File: src/rtl/mdio_eng_pkg.sv
package mdio_eng_pkg;

    localparam int FRAME_W   = 64;
    localparam int PRE_W     = 32;
    localparam int DATA_W    = 16;
    localparam int ADDR_W    = 5;
    localparam int PAGE_W    = 12;
    localparam int RELEASE_AT = PRE_W + 14;   // first turnaround bit index
    localparam int DATA_AT    = RELEASE_AT + 2;

    // control word 1 bit positions
    localparam int GO_BIT   = 0;
    localparam int MMD_BIT  = 1;
    localparam int WR_BIT   = 2;
    localparam int PAGE_LSB = 3;
    localparam int REG_LSB  = 20;

    typedef enum logic [2:0] {
        SQ_IDLE,
        SQ_F1_LOAD,
        SQ_F1_RUN,
        SQ_F2_LOAD,
        SQ_F2_RUN,
        SQ_DONE
    } seq_state_e;

    typedef struct packed {
        logic                mmd;
        logic                wr;
        logic [ADDR_W-1:0]   phy;
        logic [ADDR_W-1:0]   regno;
        logic [PAGE_W-1:0]   page;
        logic [ADDR_W-1:0]   devad;
        logic [DATA_W-1:0]   mreg;
        logic [DATA_W-1:0]   wdata;
    } mdio_cmd_t;

    function automatic logic [FRAME_W-1:0] build_frame(
        input logic [1:0]        st,
        input logic [1:0]        op,
        input logic [ADDR_W-1:0] phy,
        input logic [ADDR_W-1:0] r5,
        input logic [DATA_W-1:0] data
    );
        return {{PRE_W{1'b1}}, st, op, phy, r5, 2'b10, data};
    endfunction

    function automatic logic [ADDR_W-1:0] lowest_port(input logic [31:0] map);
        logic [ADDR_W-1:0] p;
        p = '0;
        for (int i = 31; i >= 0; i--) begin
            if (map[i]) p = ADDR_W'(i);
        end
        return p;
    endfunction

endpackage

File: src/rtl/mdio_mdc_gen.sv
module mdio_mdc_gen #(
    parameter int MDC_HALF = 2
) (
    input  logic clk,
    input  logic rst,
    output logic mdc,
    output logic rise_stb,
    output logic fall_stb
);
    localparam int CW = (MDC_HALF > 1) ? $clog2(MDC_HALF) : 1;

    logic [CW-1:0] cnt;
    logic          tick;

    assign tick     = (cnt == CW'(MDC_HALF - 1));
    assign rise_stb = tick & ~mdc;
    assign fall_stb = tick & mdc;

    always_ff @(posedge clk) begin
        if (rst) begin
            cnt <= '0;
            mdc <= 1'b0;
        end else if (tick) begin
            cnt <= '0;
            mdc <= ~mdc;
        end else begin
            cnt <= cnt + 1'b1;
        end
    end
endmodule

File: src/rtl/mdio_shifter.sv
module mdio_shifter
    import mdio_eng_pkg::*;
(
    input  logic               clk,
    input  logic               rst,
    input  logic               load,
    input  logic [FRAME_W-1:0] frame,
    input  logic               is_read,
    input  logic               rise_stb,
    input  logic               fall_stb,
    input  logic               mdio_i,
    output logic               mdio_o,
    output logic               mdio_oe,
    output logic               active,
    output logic               done,
    output logic [DATA_W-1:0]  rdata
);
    logic [FRAME_W-1:0] sh;
    logic               rd;
    logic [6:0]         bit_cnt;

    always_ff @(posedge clk) begin
        if (rst) begin
            sh      <= '0;
            rd      <= 1'b0;
            bit_cnt <= '0;
            active  <= 1'b0;
            done    <= 1'b0;
            mdio_o  <= 1'b1;
            mdio_oe <= 1'b0;
            rdata   <= '0;
        end else begin
            done <= 1'b0;
            if (load && !active) begin
                sh      <= frame;
                rd      <= is_read;
                active  <= 1'b1;
                bit_cnt <= '0;
            end else if (active && fall_stb) begin
                if (bit_cnt == 7'(FRAME_W)) begin
                    active  <= 1'b0;
                    mdio_oe <= 1'b0;
                    mdio_o  <= 1'b1;
                    done    <= 1'b1;
                end else begin
                    mdio_o  <= sh[FRAME_W-1];
                    sh      <= {sh[FRAME_W-2:0], 1'b0};
                    mdio_oe <= !(rd && (bit_cnt >= 7'(RELEASE_AT)));
                    bit_cnt <= bit_cnt + 1'b1;
                end
            end
            if (active && rise_stb && rd && (bit_cnt > 7'(DATA_AT))) begin
                rdata <= {rdata[DATA_W-2:0], mdio_i};
            end
        end
    end


    mdio_o_on_fall_chk: assert property (@(posedge clk) disable iff (rst)
        !$stable(mdio_o) |-> $past(fall_stb));


    load_when_idle_chk: assert property (@(posedge clk) disable iff (rst)
        load |-> !active);
endmodule

File: src/rtl/mdio_seq.sv
module mdio_seq
    import mdio_eng_pkg::*;
(
    input  logic               clk,
    input  logic               rst,
    input  logic               go,
    input  mdio_cmd_t          cmd,
    input  logic               f_done,
    output logic               f_load,
    output logic [FRAME_W-1:0] f_frame,
    output logic               f_read,
    output logic               done
);
    seq_state_e state, nxt;
    logic [FRAME_W-1:0] frame1, frame2;
    logic [1:0] st2, op2;
    logic [ADDR_W-1:0] r5_2;

    always_comb begin
        if (cmd.mmd) begin
            frame1 = build_frame(2'b00, 2'b00, cmd.phy, cmd.devad, cmd.mreg);
            st2    = 2'b00;
            op2    = cmd.wr ? 2'b01 : 2'b11;
            r5_2   = cmd.devad;
        end else begin
            frame1 = build_frame(2'b01, 2'b01, cmd.phy, 5'd31, {4'b0, cmd.page});
            st2    = 2'b01;
            op2    = cmd.wr ? 2'b01 : 2'b10;
            r5_2   = cmd.regno;
        end
        frame2 = build_frame(st2, op2, cmd.phy, r5_2, cmd.wdata);
    end

    always_comb begin
        nxt     = state;
        f_load  = 1'b0;
        f_frame = frame1;
        f_read  = 1'b0;
        done    = 1'b0;
        unique case (state)
            SQ_IDLE:    if (go) nxt = SQ_F1_LOAD;
            SQ_F1_LOAD: begin
                f_load = 1'b1;
                nxt    = SQ_F1_RUN;
            end
            SQ_F1_RUN:  if (f_done) nxt = SQ_F2_LOAD;
            SQ_F2_LOAD: begin
                f_load  = 1'b1;
                f_frame = frame2;
                f_read  = !cmd.wr;
                nxt     = SQ_F2_RUN;
            end
            SQ_F2_RUN:  if (f_done) nxt = SQ_DONE;
            SQ_DONE: begin
                done = 1'b1;
                nxt  = SQ_IDLE;
            end
            default:    nxt = SQ_IDLE;
        endcase
    end

    always_ff @(posedge clk) begin
        if (rst) state <= SQ_IDLE;
        else     state <= nxt;
    end


    frame_done_in_run_chk: assert property (@(posedge clk) disable iff (rst)
        f_done |-> (state == SQ_F1_RUN || state == SQ_F2_RUN));
endmodule

File: src/rtl/mdio_mgmt_engine.sv
module mdio_mgmt_engine
    import mdio_eng_pkg::*;
#(
    parameter int MDC_HALF = 2
) (
    input  logic        clk,
    input  logic        rst,
    input  logic        reg_wr,
    input  logic [1:0]  reg_addr,
    input  logic [31:0] reg_wdata,
    output logic [31:0] reg_rdata,
    output logic        mdc,
    input  logic        mdio_i,
    output logic        mdio_o,
    output logic        mdio_oe
);
    logic [31:0] w0, w1, w2, w3;
    logic        busy, go, go_q;
    logic        rise_stb, fall_stb;
    logic        f_load, f_read, f_done, f_active, seq_done;
    logic [FRAME_W-1:0] f_frame;
    logic [DATA_W-1:0]  f_rdata;
    mdio_cmd_t   cmd;

    assign busy = w1[GO_BIT];
    assign go   = reg_wr && !busy && (reg_addr == 2'd1) && reg_wdata[GO_BIT];

    always_comb begin
        cmd.mmd   = w1[MMD_BIT];
        cmd.wr    = w1[WR_BIT];
        cmd.phy   = w1[WR_BIT] ? lowest_port(w0) : w2[20:16];
        cmd.regno = w1[REG_LSB +: ADDR_W];
        cmd.page  = w1[PAGE_LSB +: PAGE_W];
        cmd.devad = w3[20:16];
        cmd.mreg  = w3[15:0];
        cmd.wdata = w2[31:16];
    end

    always_ff @(posedge clk) begin
        if (rst) begin
            w0 <= '0; w1 <= '0; w2 <= '0; w3 <= '0;
            go_q <= 1'b0;
        end else begin
            go_q <= go;
            if (seq_done) begin
                w1[GO_BIT] <= 1'b0;
                if (!w1[WR_BIT]) w2[15:0] <= f_rdata;
            end else if (reg_wr && !busy) begin
                unique case (reg_addr)
                    2'd0: w0 <= reg_wdata;
                    2'd1: w1 <= reg_wdata;
                    2'd2: w2 <= reg_wdata;
                    2'd3: w3 <= reg_wdata;
                    default: ;
                endcase
            end
        end
    end

    always_comb begin
        unique case (reg_addr)
            2'd0: reg_rdata = w0;
            2'd1: reg_rdata = w1;
            2'd2: reg_rdata = w2;
            default: reg_rdata = w3;
        endcase
    end

    mdio_mdc_gen #(.MDC_HALF(MDC_HALF)) u_clk (
        .clk(clk), .rst(rst), .mdc(mdc), .rise_stb(rise_stb), .fall_stb(fall_stb)
    );

    mdio_seq u_seq (
        .clk(clk), .rst(rst), .go(go_q), .cmd(cmd), .f_done(f_done),
        .f_load(f_load), .f_frame(f_frame), .f_read(f_read), .done(seq_done)
    );

    mdio_shifter u_sh (
        .clk(clk), .rst(rst), .load(f_load), .frame(f_frame), .is_read(f_read),
        .rise_stb(rise_stb), .fall_stb(fall_stb), .mdio_i(mdio_i),
        .mdio_o(mdio_o), .mdio_oe(mdio_oe), .active(f_active), .done(f_done),
        .rdata(f_rdata)
    );


    busy_lock_chk: assert property (@(posedge clk) disable iff (rst)
        busy && reg_wr && !seq_done |=> $stable(w0) && $stable(w2) && $stable(w3));


    busy_hold_chk: assert property (@(posedge clk) disable iff (rst)
        busy && !seq_done |=> busy);


    done_while_busy_chk: assert property (@(posedge clk) disable iff (rst)
        seq_done |-> busy);


    idle_release_chk: assert property (@(posedge clk) disable iff (rst)
        !busy && !f_active |-> !mdio_oe);
endmodule

File: config.mk
export PLATFORM = sky130hd
export DESIGN_NAME = mdio_mgmt_engine
export DESIGN_NICKNAME = d
export VERILOG_FILES = /design/src/rtl/mdio_eng_pkg.sv /design/src/rtl/mdio_mdc_gen.sv /design/src/rtl/mdio_shifter.sv /design/src/rtl/mdio_seq.sv /design/src/rtl/mdio_mgmt_engine.sv
export SDC_FILE = /design/constraint.sdc
export NUM_CORES = 1
export LEC_CHECK = 0
export BUFFER_PORTS_ARGS = -buffer_cell sky130_fd_sc_hd__clkbuf_2
export CORE_MARGIN = 4
export CORE_UTILIZATION = 65
export DETAILED_ROUTE_END_ITERATION = 8
export GPL_TIMING_DRIVEN = 0
export PLACE_DENSITY = 0.85
export SYNTH_ARGS = -nofsm -noshare
export SYNTH_HDL_FRONTEND = slang
export SYNTH_SLANG_ARGS = --single-unit
File: constraint.sdc
create_clock -name clk -period 2.74 [get_ports clk]
set_input_delay 0.411 -clock clk [delete_from_list [all_inputs] [get_ports clk]]
set_output_delay 0.411 -clock clk [all_outputs]
set_load 0.02 [all_outputs]
==> flow_metrics.env, run 1 <==
export IMPL_clockBufferDepth=3
export IMPL_fillers=1142
export IMPL_min_period_ps=2670
export IMPL_io_pins=73
export IMPL_track_usage_pct=33.6
export IMPL_fmax_mhz=375
export IMPL_synth_area_leader_cell="dfxtp_1"
export IMPL_met1Wirelength_um=11600
export IMPL_timing_rr_end="u_sh.rdata[12]"
export IMPL_drc=0
export IMPL_drv_slew=0
export IMPL_wire_per_inst_um=20.5
export IMPL_tightest_slew_ps=971
export IMPL_wl_um=30300
export IMPL_synth_edff_count=0
export IMPL_maxCapViolCount=0
export IMPL_powerDensity_nw_per_um2=625
export IMPL_worstSetupStartpointType="primary input"
export IMPL_die_x_um=133
export IMPL_antennaDiodeCount=0
export IMPL_whs_ps=143
export IMPL_path_delay_family="buffers and inverters"
export IMPL_cts_tree="yes"
export IMPL_cpPeakStageDelay_ps=410
export IMPL_grt_pass1_vias=9014
export IMPL_firstDrtPassIters=5
export IMPL_holdPathStages=3
export IMPL_synth_area_um2=10100
export IMPL_dieArea_um2=17600
export IMPL_gp_congestion=0.970
export IMPL_fp_coreArea_um2=15200
export IMPL_synth_simple_gate_area_share_pct=21.3
export IMPL_antenna_found_initial=0
export IMPL_syn_inst=1179
export IMPL_ir_drop_v=0.000463
export IMPL_area_growth_synth_to_final_pct=13.0
export IMPL_io_buffers=71
export IMPL_dpl_cell_count=1438
export IMPL_ys_ff_latch=226
export IMPL_critPathMaxFanout=10
export IMPL_worst_r2r_setup_slack_ps=520
export IMPL_timing_setup_tns_ps=0
export IMPL_cp_num_buf_inv=5
export IMPL_ant_nets=0
export IMPL_finalNetCount=1315
export IMPL_fp_row_count=45
export IMPL_placed_cell_area_um2=10700
export IMPL_grt_max_degree=14
export IMPL_outcome="complete, no violations"
export IMPL_synth_area_leaders="dfxtp_1 (45%), nand2_1 (13%), mux4_2 (6.9%)"
export IMPL_end_kind="output pin"
export IMPL_top_layer="met4"
export IMPL_hold_class="primary input to flop"
export IMPL_cp_cell_sequence="clkbuf_2 -> buf_2 -> clkbuf_4 -> buf_2 -> mux4_2 -> clkbuf_2"
export IMPL_crit_required_ps=2330
export IMPL_die_y_um=133
export IMPL_reg2regPathDepth=8
export IMPL_drive_gt1_share_pct=16.5
export IMPL_dr_wl_met3_um=3120
export IMPL_avgSynthCellArea_um2=8.58
export IMPL_syn_nets=1219
export IMPL_start_util_pct=66.6
export IMPL_fin_worst_skew_ps=9.88
export IMPL_p_total_mw=7.15
export IMPL_cts_root_buf="clkbuf_16"
export IMPL_min_from="mdio_i"
export IMPL_place_hpwl_um=21600
export IMPL_yosys_area_share_xor_xnor_pct=0.606
export IMPL_clkLatencyLatePin_ps=510
export IMPL_overflow=0
export IMPL_dr_wl_met2_um=13900
export IMPL_cts_buffers=23
export IMPL_hold_buffers=0
export IMPL_setup_violations_final=0
export IMPL_ys_warn_count=0
export IMPL_numClockSinks=226
export IMPL_dr_first_iter_drc_count=1091
export IMPL_r2r_start="u_sh.bit_cnt[0]"
export IMPL_cp_slowest_cell="clkbuf_4"
export IMPL_synth_top_family_by_area="simple AND/OR/NAND/NOR gates"
export IMPL_relSlewSlack_pct=35.3
export IMPL_clk_pin_slew_worst_paths_ps=60
export IMPL_drt_vias_per_instance=6.38
export IMPL_route_vias_total=9423
export IMPL_grt_pass1_wl_um=47700
export IMPL_critPathKind="primary input to output pin"
export IMPL_critPathArrivalTime_ps=2250
export IMPL_whs_endpoint="u_sh.rdata[0]"
export IMPL_p_leak_nw=4.27
export IMPL_ys_flop_type="dfxtp_1"
export IMPL_final_area_um2=11400
export IMPL_synthAdderAreaFrac_pct=0.247
export IMPL_synth_compound_area_share_pct=15.7
export IMPL_ys_async_sr_fraction_pct=0
export IMPL_synth_area_mux_share_pct=11.9
export IMPL_final_cells=1478
export IMPL_rsz0062_at_grt="no"
export IMPL_ys_types=64
export IMPL_synth_top_area_share_pct=44.7
export IMPL_crit_start="reg_addr[1]"
export IMPL_synth_seq_area_share_pct=44.7
export IMPL_hold_viol_final=0
export IMPL_min_period_over_period_pct=97.3
export IMPL_cts_htree_levels=1
logic make-up (layout without fill, tap and decap cells):
| family | Yosys count | in the layout |
|---|---|---|
| multiplexers | 80 | 80 |
| flip-flops | 226 | 226 |
| adder cells (fa/ha/maj) | 2 | 2 |
| AND/OR/NAND/NOR | 505 | 505 |
| AO/OA/AOI/OAI | 253 | 253 |
| buffers and inverters | 106 | 217 |
| XOR/XNOR | 7 | 7 |
layout by cell type (no fill, tap or decap), drive strengths merged, types with 10 or more instances in the layout:
cell      n
inv      16
nor3     17
a21oi   125
nor2     97
dfxtp   226
a311oi   28
a221oi   14
mux4     32
a21o     10
clkbuf  143
a31oi    37
buf      52
o21ai    18
nand2   348
mux2i    48
repair_timing:
item,CTS,global route
buffers inserted,0,0
gates resized for setup,0,1
endpoints found under the setup margin,0,17
layout make-up:
type                    count  area, um2  share of cell area, %
clock inverters             6       80.1                  0.700
inverters                  16       60.1                  0.525
multi-input cells         847       5040                   44.1
plain buffers              90        497                   4.34
clock buffers              34        647                   5.66
flip-flops and latches    226       4520                   39.6
well taps                 188        235                   2.06
repair buffers             71        355                   3.11
worst min-delay path, stage by stage:
cell and delay, ps:
clkbuf_2 70, mux2i_1 50, nor2_1 80
report_power, final:
| part | switching [mW] | internal, mW | total, mW |
|---|---|---|---|
| Clock | 1.28 | 1.82 | 3.10 |
| Sequential | 0.0805 | 3.37 | 3.45 |
| Combinational | 0.382 | 0.223 | 0.604 |
| Total | 1.75 | 5.41 | 7.15 |
synth_stat cells (3+ instances only):
cell	instances
o31ai_1	3
xor2_1	3
clkbuf_1	34
buf_4	10
xnor2_1	4
nor3_1	17
inv_1	16
nor4b_4	3
a21oi_1	125
a211oi_1	3
mux2i_1	48
clkbuf_8	3
mux4_2	31
nand2b_1	3
nor2b_1	3
buf_6	6
a31oi_1	36
buf_2	35
nand3_1	5
nand2_1	347
o21ai_0	17
a21o_1	10
dfxtp_1	226
a311oi_1	28
nor2_2	3
a221oi_1	14
nor2_1	94
sequential cells by signal (all words and copies together) (netlist names), 3 cells and up:
signal        cells
u_sh.sh          64
w0               32
w1               32
w2               32
w3               32
u_sh.rdata       16
u_sh.bit_cnt      7
u_seq.state       3
routing by layer:
metal,vias up,track usage (%)
li1,4285,-
met1,4460,42.7
met2,540,53.8
met3,138,8.29
met4,0,16.3
met5,-,0
metrics by stage:
step / util, % / worst slack (ps)
after floorplan: - / 677
final: 75.2 / 74.6
after global placement: 70.4 / 53.9
after global routing: 75.2 / 44.9
after CTS: 75.2 / 28.2
after detailed placement: 70.4 / 30.1
worst max path at each step:
stage	to	depth (start not counted)
2_1_floorplan	reg_rdata[0]	3
3_3_place_gp	reg_rdata[7]	6
3_5_place_dp	reg_rdata[13]	6
4_1_cts	reg_rdata[13]	6
5_1_grt	reg_rdata[10]	6
6_report	reg_rdata[13]	6
Power figures use the tool's default switching activity.
==> run 2, diff against run 1 <==
Settings changed: SETUP_SLACK_MARGIN from default to 0.15.
==> flow_metrics.env, run 2 (same netlist as run 1, synthesis figures left out) <==
export IMPL_largest_register="u_sh.sh"
export IMPL_cts_tree="yes"
export IMPL_dieArea_um2=17600
export IMPL_dr_first_iter_drc_count=1067
export IMPL_holdPathStages=3
export IMPL_io_pins=73
export IMPL_cts_buffers=23
export IMPL_route_vias_total=9448
export IMPL_start_util_pct=66.6
export IMPL_cp_cell_sequence="clkbuf_1 -> clkbuf_1 -> mux4_2 -> clkbuf_2"
export IMPL_reg2regPathDepth=8
export IMPL_grt_pass1_vias=9014
export IMPL_worst_r2r_setup_slack_ps=520
export IMPL_overflow=0
export IMPL_end_kind="output pin"
export IMPL_whs_endpoint="u_sh.rdata[0]"
export IMPL_drc=0
export IMPL_seq_power_share_pct=48.2
export IMPL_wl_um=30300
export IMPL_fp_coreArea_um2=15200
export IMPL_whs_ps=143
export IMPL_clk_pin_slew_worst_paths_ps=60
export IMPL_clockPowerShare_pct=43.3
export IMPL_cts_root_buf="clkbuf_16"
export IMPL_drive_gt1_share_pct=16.6
export IMPL_timing_rr_end="u_sh.rdata[12]"
export IMPL_p_sw_mw=1.74
export IMPL_antenna_found_initial=0
export IMPL_setup_violations_final=0
export IMPL_antennaDiodeCount=0
export IMPL_timing_setup_tns_ps=0
export IMPL_ant_nets=0
export IMPL_layout_setup_ws_ps=215
export IMPL_layout_common_cells="nand2_1 (347), dfxtp_1 (226), a21oi_1 (125), nor2_1 (94), clkbuf_2 (72)"
export IMPL_place_hpwl_um=21600
export IMPL_layout_commonest_cell="nand2_1"
export IMPL_post_cts_setup_buffers=0
export IMPL_numClockSinks=226
export IMPL_crit_required_ps=2330
export IMPL_drt_vias_per_instance=6.39
export IMPL_finalNetCount=1315
export IMPL_firstDrtPassIters=6
export IMPL_wire_per_inst_um=20.5
export IMPL_io_buffers=71
export IMPL_tightest_slew_ps=778
export IMPL_cp_slowest_cell="clkbuf_1"
export IMPL_hold_class="primary input to flop"
export IMPL_grt_pass1_wl_um=47700
export IMPL_min_period_ps=2530
export IMPL_grt_max_degree=14
export IMPL_largest_reg_flops=64
export IMPL_dp_slack_ps=30.1
export IMPL_crit_start="w1[1]"
export IMPL_fmax_mhz=396
export IMPL_crit_top_cell="clkbuf_1"
export IMPL_internal_power_mw=5.41
export IMPL_cts_htree_levels=1
export IMPL_clockBufferDepth=3
export IMPL_path_delay_family="buffers and inverters"
export IMPL_combPwrFrac_pct=8.5
export IMPL_p_leak_nw=4.27
export IMPL_powerDensity_nw_per_um2=625
export IMPL_min_from="mdio_i"
export IMPL_gp_congestion=0.970
export IMPL_cpPeakStageDelay_ps=550
export IMPL_r2r_start="u_sh.bit_cnt[0]"
export IMPL_relSlewSlack_pct=47.9
export IMPL_rsz0062_at_grt="no"
export IMPL_die_x_um=133
export IMPL_fp_row_count=45
export IMPL_crit_cells=4
export IMPL_min_period_over_period_pct=92.2
export IMPL_ir_drop_v=0.000462
export IMPL_drv_slew=0
export IMPL_clkLatencyLatePin_ps=510
export IMPL_area_growth_synth_to_final_pct=13.1
export IMPL_critPathMaxFanout=10
export IMPL_outcome="complete, no violations"
export IMPL_netSwitchingFraction_pct=24.4
export IMPL_fin_worst_skew_ps=9.98
export IMPL_critPathKind="flop to output pin"
export IMPL_worstSetupStartpointType="flop"
export IMPL_critPathArrivalTime_ps=2110
export IMPL_hold_viol_final=0
export IMPL_track_usage_pct=33.6
export IMPL_cp_num_buf_inv=3
export IMPL_die_y_um=133
export IMPL_maxCapViolCount=0
## run 2: cell types whose count changed in the layout (fill, tap and decap cells not counted), sizes merged
cell	delta
buf	-1
clkbuf	+1
## run 2: worst register-to-register path, cell delays in order, from the launching register on
cell and delay (ps):
dfxtp_1 390, inv_1 60, ha_1 200, nor3b_4 170, o21ba_2 230, nor2_2 510
buf_6 270, mux2i_1 220, nor2_1 50
## run 2: per-layer routing
metal  track usage, %  vias to the layer above  part of all wire [%]
met1             42.7                     4455                    38
met2             53.8                      565                    46
li1                 -                     4288                     -
met4             16.3                        0                   5.6
met3             8.29                      140                    10
met5                0                        -                     0
## run 2: power by group through the flow
stage / clock [mW] / sequential [mW] / combinational (mW)
floorplan: 0 / 3.49 / 0.387
global placement: 0 / 3.51 / 0.576
detailed placement: 0 / 3.52 / 0.586
CTS: 3.11 / 3.44 / 0.592
global route: 3.22 / 3.45 / 0.649
finish: 3.10 / 3.45 / 0.605
## run 2: how the worst max path moves through the flow
stage	to	slack (ps)
floorplan	reg_rdata[0]	680
global placement	reg_rdata[7]	50
detailed placement	reg_rdata[13]	30
CTS	reg_rdata[13]	150
global route	reg_rdata[1]	150
finish	reg_rdata[1]	210
## run 2: stage by stage
stage | power, mW | cells | cell area [um2] | utilization, %
5_1_grt | 7.33 | 1478 | 11400 | 75.3
4_1_cts | 7.14 | 1478 | 11400 | 75.2
2_1_floorplan | 3.88 | 1179 | 10100 | -
3_3_place_gp | 4.09 | 1438 | 10700 | 70.4
6_report | 7.15 | 1478 | 11400 | 75.3
3_5_place_dp | 4.10 | 1438 | 10700 | 70.4
## run 2: final cells by class
cell class,count,area (um2)
tap,188,235
fill,1140,3760
clock buffer,34,647
sequential,226,4520
multi-input combinational,847,5040
inverter,16,60.1
buffer,90,500
timing repair buffer,71,355
clock inverter,6,80.1
## run 2: timing repair
action | CTS | global route
gates resized for setup | 1 | 3
setup endpoints to repair | 20 | 13
hold endpoints to repair | 0 | 0
hold buffers | 0 | 0
==> run 3, diff against run 2 <==
Settings changed: SYNTH_HIERARCHICAL from default to 1.
==> flow_metrics.env, run 3 <==
export IMPL_antenna_found_initial=0
export IMPL_ys_ff_latch=226
export IMPL_largest_register="u_sh/sh"
export IMPL_cts_resized=0
export IMPL_wl_um=29300
export IMPL_relSlewSlack_pct=44.2
export IMPL_fp_row_count=46
export IMPL_grt_max_degree=14
export IMPL_p_total_mw=7.26
export IMPL_route_vias_total=9334
export IMPL_hold_viol_final=0
export IMPL_min_period_over_period_pct=89.0
export IMPL_p_leak_nw=4.47
export IMPL_die_x_um=137
export IMPL_antennaDiodeCount=0
export IMPL_critPathKind="primary input to output pin"
export IMPL_synth_area_um2=10800
export IMPL_dieArea_um2=18800
export IMPL_powerDensity_nw_per_um2=588
export IMPL_cts_buffers=24
export IMPL_grt_pass1_wl_um=46900
export IMPL_io_pins=73
export IMPL_fin_worst_skew_ps=21.9
export IMPL_area_growth_synth_to_final_pct=13.9
export IMPL_drive_gt1_share_pct=20.2
export IMPL_rsz0062_at_grt="no"
export IMPL_start_util_pct=67.3
export IMPL_clockBufferDepth=3
export IMPL_crit_required_ps=2330
export IMPL_wire_per_inst_um=18.8
export IMPL_tightest_slew_ps=837
export IMPL_setup_violations_final=0
export IMPL_gr_usage_met1_pct=38.8
export IMPL_clk_pin_slew_worst_paths_ps=60
export IMPL_ir_drop_v=0.000567
export IMPL_ys_types=71
export IMPL_cts_root_buf="clkbuf_16"
export IMPL_regArea_um2=4520
export IMPL_hold_buffers=0
export IMPL_track_usage_pct=31.4
export IMPL_avgSynthCellArea_um2=9.03
export IMPL_io_buffers=71
export IMPL_end_kind="output pin"
export IMPL_place_hpwl_um=21100
export IMPL_multi_input_area_um2=5600
export IMPL_top_usage_layer="met2"
export IMPL_die_y_um=137
export IMPL_use_met3_pct=5.70
export IMPL_timing_setup_tns_ps=0
export IMPL_grt_util_met2_pct=54.1
export IMPL_drc=0
export IMPL_maxCapViolCount=0
export IMPL_layout_common_cells="nand2_1 (283), dfxtp_1 (226), mux2i_1 (125), a21oi_1 (108), clkbuf_2 (72)"
export IMPL_clkLatencyLatePin_ps=530
export IMPL_synth_most_common_cell="nand2_1"
export IMPL_min_period_ps=2440
export IMPL_grt_pass1_vias=9190
export IMPL_gp_congestion=0.981
export IMPL_overflow=0
export IMPL_cts_tree="yes"
export IMPL_ant_nets=0
export IMPL_finalNetCount=1372
export IMPL_ys_flop_type="dfxtp_1"
export IMPL_firstDrtPassIters=6
export IMPL_synth_edff_count=0
export IMPL_synth_seq_area_share_pct=41.7
export IMPL_numClockSinks=226
export IMPL_layout_commonest_cell="nand2_1"
export IMPL_ys_async_sr_fraction_pct=0
export IMPL_hold_class="primary input to flop"
export IMPL_fmax_mhz=410
export IMPL_drv_slew=0
export IMPL_synth_common_cells="nand2_1 (283), dfxtp_1 (226), mux2i_1 (125)"
export IMPL_synth_top_area_share_pct=41.7
export IMPL_fillers=1143
export IMPL_synth_area_leaders="dfxtp_1 (42%), mux2i_1 (12%), nand2_1 (9.8%)"
export IMPL_utilization_pct=76.6
export IMPL_cts_htree_levels=1
export IMPL_outcome="complete, no violations"
export IMPL_synth_area_leader_cell="dfxtp_1"
export IMPL_critPathArrivalTime_ps=2030
export IMPL_syn_inst=1201
export IMPL_drt_vias_per_instance=5.98
export IMPL_critPathMaxFanout=10
export IMPL_fp_coreArea_um2=16100
export IMPL_ys_warn_count=6
export IMPL_post_cts_setup_buffers=0
export IMPL_largest_reg_flops=64
export IMPL_worstSetupStartpointType="primary input"
export IMPL_whs_ps=153
export IMPL_dr_first_iter_drc_count=810
[run 3: cell count changes in the layout (fill, tap and decap cells not counted), moves of 17 or more]
| cell | delta |
|---|---|
| a21oi_1 | -17 |
| a311oi_1 | -27 |
| a31oi_1 | -35 |
| buf_4 | +37 |
| conb_1 | +35 |
| mux2i_1 | +77 |
| nand2_1 | -64 |
| nor2_1 | -25 |
| o21ai_1 | +65 |
[run 3: report_power, final]
part           total (mW)  internal [mW]  switching, mW
Clock                3.13           1.83           1.30
Sequential           3.46           3.37         0.0867
Combinational       0.674          0.271          0.403
[run 3: final cells by class]
type / count / area share, %
clock inverters: 7 / 0.598
multi-input cells: 870 / 45.3
plain buffers: 123 / 6.34
well taps: 216 / 2.19
clock buffers: 33 / 5.54
repair buffers: 71 / 2.88
inverters: 15 / 0.456
flip-flops and latches: 226 / 36.6
[run 3: layer usage]
layer	up-vias	part of all wire [%]
met5	-	0
met3	106	8.3
met4	0	4.5
met1	4414	38
li1	4321	-
met2	493	49
[run 3: worst max-delay path, cell delays in order]
cell      delay, ps
clkbuf_2        110
buf_2           310
buf_2           410
mux4_2          600
clkbuf_2        180
[run 3: metrics by stage]
step / cells / cell area, um2 / setup slack, ps
final: 1561 / 12300 / 302
after global routing: 1561 / 12300 / 207
after CTS: 1561 / 12300 / 285
after detailed placement: 1521 / 11600 / 293
after global placement: 1521 / 11600 / 308
after floorplan: 1234 / 11000 / 776
[run 3: cells by family after synthesis]
| kind of cell | synth area share [%] |
|---|---|
| xor+xnor | 0.566 |
| mux | 18.2 |
| compound gates | 13.5 |
| flops | 41.7 |
| simple gates | 17.8 |
| buf+inv | 7.75 |
| fa+ha+maj | 0.346 |
| other cells | 0.0693 |
[run 3: final timing paths]
kind	startpoint	end	slack (ps)	cells after the start
min	reg_wdata[24]	w0[24]	150	3
min reg2reg	w3[21]	w3[21]	450	2
max reg2reg	u_seq/state[2]	w1[8]	430	8
max	reg_addr[1]	reg_rdata[15]	300	5
